`src/rtl/ramp_adc_pkg.sv`:
```
package ramp_adc_pkg;

    localparam int CODE_W = 8;
    localparam logic [CODE_W-1:0] CODE_MAX = '1;

    typedef logic [CODE_W-1:0] code_t;

    // One synchroniser sample: the comparator bit, the code that produced it,
    // and whether it belongs to the current ramp.
    typedef struct packed {
        logic  vld;
        logic  cmp;
        code_t tag;
    } sample_t;

    typedef enum logic [1:0] {
        CAP_NONE = 2'd0,
        CAP_FALL = 2'd1,
        CAP_OVER = 2'd2
    } cap_e;

    function automatic logic is_top(code_t c);
        return c == CODE_MAX;
    endfunction

endpackage

```
`src/rtl/ramp_counter.sv`:
```
module ramp_counter
    import ramp_adc_pkg::*;
(
    input  logic  clk,
    input  logic  rst,
    input  logic  en,
    input  logic  clr,
    output code_t code
);

    always_ff @(posedge clk) begin
        if (rst || clr || !en) begin
            code <= '0;
        end else if (!is_top(code)) begin
            code <= code + 1'b1;
        end
    end

    p_step_r2: assert property (@(posedge clk) disable iff (rst)
        (en && !clr && !is_top(code)) |=> (code == $past(code) + 1'b1));

    p_no_wrap_r2: assert property (@(posedge clk) disable iff (rst)
        (en && !clr && is_top(code)) |=> is_top(code));

    p_restart_r5: assert property (@(posedge clk) disable iff (rst)
        clr |=> (code == '0));

    p_idle_r8: assert property (@(posedge clk) disable iff (rst)
        !en |=> (code == '0));

endmodule

```
`src/rtl/ramp_sync_pipe.sv`:
```
module ramp_sync_pipe
    import ramp_adc_pkg::*;
#(
    parameter int STAGES = 2
) (
    input  logic    clk,
    input  logic    rst,
    input  logic    flush,
    input  logic    cmp_raw,
    input  code_t   code_in,
    output sample_t smp_out
);

    sample_t stage [STAGES];

    always_ff @(posedge clk) begin
        if (rst) begin
            stage[0] <= '0;
        end else begin
            stage[0].cmp <= cmp_raw;
            stage[0].tag <= code_in;
            stage[0].vld <= !flush;
        end
    end

    for (genvar i = 1; i < STAGES; i++) begin : g_stage
        always_ff @(posedge clk) begin
            if (rst) begin
                stage[i] <= '0;
            end else begin
                stage[i].cmp <= stage[i-1].cmp;
                stage[i].tag <= stage[i-1].tag;
                stage[i].vld <= stage[i-1].vld && !flush;
            end
        end
    end

    assign smp_out = stage[STAGES-1];

    p_flush_r8: assert property (@(posedge clk) disable iff (rst)
        flush |=> !smp_out.vld);

endmodule

```
`src/rtl/ramp_fall_detect.sv`:
```
module ramp_fall_detect
    import ramp_adc_pkg::*;
(
    input  logic    clk,
    input  logic    rst,
    input  logic    en,
    input  sample_t smp,
    output cap_e    kind
);

    // The previous level is primed high whenever no valid sample is present,
    // so the first low sample of a ramp still counts as a fall.
    logic prev_q;

    always_ff @(posedge clk) begin
        if (rst) begin
            prev_q <= 1'b1;
        end else begin
            prev_q <= smp.vld ? smp.cmp : 1'b1;
        end
    end

    always_comb begin
        kind = CAP_NONE;
        if (en && smp.vld) begin
            if (prev_q && !smp.cmp) begin
                kind = CAP_FALL;
            end else if (smp.cmp && is_top(smp.tag)) begin
                kind = CAP_OVER;
            end
        end
    end

    p_over_top_r7: assert property (@(posedge clk) disable iff (rst)
        (kind == CAP_OVER) |-> (smp.cmp && is_top(smp.tag)));

endmodule

```
`src/rtl/ramp_capture.sv`:
```
module ramp_capture
    import ramp_adc_pkg::*;
(
    input  logic  clk,
    input  logic  rst,
    input  cap_e  kind,
    input  code_t tag,
    output code_t result,
    output logic  valid,
    output logic  ovr
);

    always_ff @(posedge clk) begin
        if (rst) begin
            result <= '0;
            valid  <= 1'b0;
            ovr    <= 1'b0;
        end else begin
            valid <= (kind != CAP_NONE);
            if (kind != CAP_NONE) begin
                result <= tag;
                ovr    <= (kind == CAP_OVER);
            end
        end
    end

    p_pulse_r4: assert property (@(posedge clk) disable iff (rst)
        valid |=> !valid);

    p_hold_r4: assert property (@(posedge clk) disable iff (rst)
        !valid |-> $stable(result));

    p_ovr_full_r7: assert property (@(posedge clk) disable iff (rst)
        ovr |-> (result == CODE_MAX));

endmodule

```
`src/rtl/ramp_adc_ctrl.sv`:
```
module ramp_adc_ctrl
    import ramp_adc_pkg::*;
#(
    parameter int SYNC_STAGES = 2
) (
    input  logic              clk,
    input  logic              rst,
    input  logic              enable,
    input  logic              cmp_in,
    output logic [CODE_W-1:0] dac_code,
    output logic [CODE_W-1:0] result,
    output logic              result_valid,
    output logic              overrange
);

    code_t   code;
    sample_t smp;
    cap_e    kind;
    logic    restart;
    logic    flush;

    assign restart = (kind != CAP_NONE);
    assign flush   = restart || !enable;

    ramp_counter u_counter (
        .clk  (clk),
        .rst  (rst),
        .en   (enable),
        .clr  (restart),
        .code (code)
    );

    ramp_sync_pipe #(.STAGES(SYNC_STAGES)) u_sync (
        .clk     (clk),
        .rst     (rst),
        .flush   (flush),
        .cmp_raw (cmp_in),
        .code_in (code),
        .smp_out (smp)
    );

    ramp_fall_detect u_detect (
        .clk  (clk),
        .rst  (rst),
        .en   (enable),
        .smp  (smp),
        .kind (kind)
    );

    ramp_capture u_capture (
        .clk    (clk),
        .rst    (rst),
        .kind   (kind),
        .tag    (smp.tag),
        .result (result),
        .valid  (result_valid),
        .ovr    (overrange)
    );

    assign dac_code = code;

    p_tag_capture_r3: assert property (@(posedge clk) disable iff (rst)
        (kind != CAP_NONE) |=> (result == $past(smp.tag)));

    p_valid_zero_r5: assert property (@(posedge clk) disable iff (rst)
        result_valid |-> (dac_code == '0));

    p_no_cap_idle_r8: assert property (@(posedge clk) disable iff (rst)
        !enable |=> !result_valid);

endmodule

```
`config.mk`:
```
export PLATFORM = sky130hd
export DESIGN_NAME = ramp_adc_ctrl
export DESIGN_NICKNAME = d
export VERILOG_FILES = /design/src/rtl/ramp_adc_pkg.sv /design/src/rtl/ramp_counter.sv /design/src/rtl/ramp_sync_pipe.sv /design/src/rtl/ramp_fall_detect.sv /design/src/rtl/ramp_capture.sv /design/src/rtl/ramp_adc_ctrl.sv
export SDC_FILE = /design/constraint.sdc
export NUM_CORES = 1
export LEC_CHECK = 0
export CORE_MARGIN = 5
export CORE_UTILIZATION = 52
export CTS_CLUSTER_DIAMETER = 150
export DETAILED_ROUTE_END_ITERATION = 8
export PLACE_DENSITY = 0.77
export SLEW_MARGIN = 20
export SYNTH_ARGS = -nofsm -noshare
export SYNTH_HDL_FRONTEND = slang
export SYNTH_SLANG_ARGS = --single-unit
```
`constraint.sdc`:
```
create_clock -name clk -period 1.6 [get_ports clk]
set_input_delay 0.32 -clock clk [delete_from_list [all_inputs] [get_ports clk]]
set_output_delay 0.32 -clock clk [all_outputs]
set_load 0.005 [all_outputs]
```
==> impl_metrics.csv <==
group,metric,value,unit
timing,whs,435.1,ps
synthesis,netlist.area_leader.share,54.03,%
clock_tree,cts_buffers,5,
synthesis,post-synth-top-count-cell,"dfxtp_1",
worst_setup_path,reg2reg_from,"u_sync.stage[1][8]$_SDFF_PP0_",
route,ant_nets,0,
floorplanning,die-width,62.72,um
floorplanning,die_area,3933,um2
worst_setup_path,cpPeakStageDelay,510,ps
route,vias,1069,
floorplanning,initial_utilization,53.32,%
worst_setup_path,cp-start-kind,"flip-flop",
route,first_iter_violations,43,
timing,setup_ws,48.51,ps
layout,syn2layout_area_growth,26.49,%
layout,diodes,0,
pwr,p_clk_share,34.7,%
run_status,status,"finished clean",
worst_setup_path,r2r_cells,6,
worst_setup_path,cp_cell_sequence,"clkdlybuf4s50_1",
clock_tree,h-tree-depth,2,
pwr,p_switching,330.0,uW
place,pre_cts_ws,-191.9,ps
worst_setup_path,worst-path-buf-inv,1,
global_route,grt_max_degree,21,
place,routabilityCongestion,0.8175,
worst_setup_path,crit_arrival,1230,ps
synthesis,ys_types,35,
global_route,gr-total-overflow,0,
pwr,p_per_area,870.8,nW/um2
floorplanning,rows,19,
worst_setup_path,crit_start,"u_counter.code[7]$_SDFFE_PP0P_",
pwr,seq_power_share,61.5,%
clock_tree,hold_buffers,0,
synthesis,async_reset_ff_share,0,%
route,via_per_inst,5.189,
synthesis,synth_edf_count,0,
clock_tree,clk_latency,330,ps
clock_tree,cts_sinks,39,
synthesis,ys_warn_count,0,
worst_setup_path,cp-end-kind,"output pin",
route,detail_route.wl_per_cell,12.36,um
hold_path,min_from,"u_sync.stage[0][9]$_SDFF_PP0_",
floorplanning,die_h,62.72,um
floorplanning,io_pins,22,
timing,finalHoldViolations,0,
pwr,p_int,1262,uW
pwr,netSwitchingFraction,20.73,%
timing,fin_skew,4.499,ps
pwr,ir_worst_vdd,0.6287,mV
route,drtPass1Iterations,4,
worst_setup_path,cp_max_fo,6,
global_route,grt_pass1_vias,1001,
route,drc,0,
worst_setup_path,r2r_slack,130,ps
synthesis,syn_avg_cell_area,10.47,um2
flow_run,maxCapViolCount,0,
timing,worst-slew-pin-transition,319.6,ps
synthesis,yosys.area.top_type,"dfxtp_1",
synthesis,syn_nets,143,
clock_tree,cts_tree,"yes",
global_route,grt_pass1_wl,4209,um
global_route,track_usage,13.27,%
worst_setup_path,cpMaxStageDelayCell,"clkdlybuf4s50_1",
timing,max_freq,644.5,MHz
layout,drive_above_1_share,26.86,%
pwr,power.leakage,0.0007317,uW
timing,post-route-min-period,1551,ps
hold_path,min_path_type,"flip-flop to flip-flop",
timing,max-slew-margin-rel,78.69,%
route,wirelength,2547,um
pwr,power_frac_comb,3.8,%
clock_tree,clock-root-buffer,"clkbuf_4",
global_route,antenna_found_initial,0,
timing,drv_slew,0,
synthesis,synth-seq-cells,39,
place,io_buffers,21,
timing,setup_violations,0,
synthesis,synth-main-ff-cell,"dfxtp_1",
synthesis,postSynthCellCount,138,
timing,fin_crit_sh,96.97,%
clock_tree,cts_max_path_buffers,2,
synthesis,synth.cell_area,1445,um2
synthesis,ys_top_cells_by_count,"dfxtp_1 (39), nor2b_1 (19), nor2_1 (10), a21oi_1 (8), or3b_2 (8)",
synthesis,synth_area_leaders,"dfxtp_1 (54%), nor2b_1 (8.2%), or3b_2 (4.8%)",
worst_setup_path,r2r-end,"u_capture.result[0]$_SDFFE_PP0P_",
layout,nets,179,
worst_setup_path,crit_family,"buffers and inverters",
hold_path,worstHoldEndpoint,"u_sync.stage[1][9]$_SDFF_PP0_",
worst_setup_path,critPathRequiredTime,1280,ps
synthesis,yosysSeqAreaShare,54.03,%
worst_setup_path,critical_path_class,"flip-flop to output pin",
pwr,p_total,1592,uW
place,dp_hpwl,1767,um
clock_tree,clk_pin_slew,110,ps
floorplanning,core_area,2710,um2
layout,instances_no_fill,206,
hold_path,worstHoldPathCells,2,
place,place_inst,194,
-- power groups by stage --
stage	clock [uW]	combinational, uW	sequential [uW]
after floorplan	0	33.7	1010
after global placement	0	59.7	1010
after detailed placement	0	61.2	1010
after CTS	568	59.8	985
after global routing	624	66.2	981
final	552	60.1	980
-- flip-flops by register name, summed over array words and instances, names as in the netlist --
| register | cells |
|---|---|
| u_sync.stage | 20 |
| u_capture.result | 8 |
| u_counter.code | 8 |
| u_capture.ovr | 1 |
| u_capture.valid | 1 |
| u_detect.prev_q | 1 |
-- cell type report --
type / count / area (um2)
timing repair buffer: 36 / 320.3
multi-input combinational: 87 / 580.6
tap: 31 / 38.79
fill: 227 / 882.1
clock buffer: 8 / 68.82
sequential: 39 / 800.8
inverter: 5 / 18.77
-- worst max path at each step --
stage	end	slack, ps	cells past startpoint
floorplan	u_counter.code[6]$_SDFFE_PP0P_	140	5
global placement	u_capture.result[2]$_SDFFE_PP0P_	-140	6
detailed placement	u_capture.result[4]$_SDFFE_PP0P_	-190	6
CTS	dac_code[7]	3	1
global route	dac_code[5]	-10	1
finish	dac_code[7]	50	1
-- cell usage in the layout, fill, tap and decap left out, drive strengths merged --
| master | instances |
|---|---|
| clkdlybuf4s50 | 19 |
| or2 | 1 |
| nor4 | 1 |
| nor2b | 20 |
| clkbuf | 8 |
| a211oi | 1 |
| dfxtp | 39 |
| o21ai | 8 |
| a211o | 1 |
| nor3 | 4 |
| buf | 15 |
| inv | 5 |
| nor2 | 10 |
| or4b | 1 |
| and3 | 1 |
| and4 | 1 |
| a31oi | 1 |
| or3b | 8 |
| nand4 | 3 |
| nand3 | 4 |
| o21a | 1 |
| ha | 1 |
| xnor2 | 2 |
| mux2i | 1 |
| dlygate4sd2 | 2 |
| o32ai | 1 |
| nand2 | 4 |
| a21oi | 11 |
| xor2 | 1 |
-- stage by stage --
step | TNS (ps) | cell area [um2] | util, %
finish | 0 | 1828 | 67.45
global route | -24.28 | 1828 | 67.45
CTS | 0 | 1789 | 66.02
detailed placement | -1271 | 1712 | 63.16
global placement | -952.1 | 1712 | 63.16
floorplan | 0 | 1445 | -
-- cells by family after synthesis --
family          Yosys count  synth area share, %
flops                    39                54.03
simple gates             58                26.75
mux                       1               0.6927
xor+xnor                  3                1.819
compound gates           24                10.04
fa+ha+maj                 1               0.8657
buf+inv                  12                5.800
-- repair_timing --
action,CTS,global route
endpoints found under the setup margin,7,5
buffers inserted,0,4
hold endpoints to repair,0,0
pin swaps,0,0
resized for setup,10,4
-- metal layers --
layer | vias to the layer above | part of all wire [%] | track usage [%]
li1 | 538 | - | -
met2 | 30 | 49 | 21.76
met4 | 0 | 2.2 | 6.101
met3 | 9 | 5.0 | 6.115
met1 | 492 | 43 | 14.48
met5 | - | 0 | 0
Power figures use the tool's default switching activity.
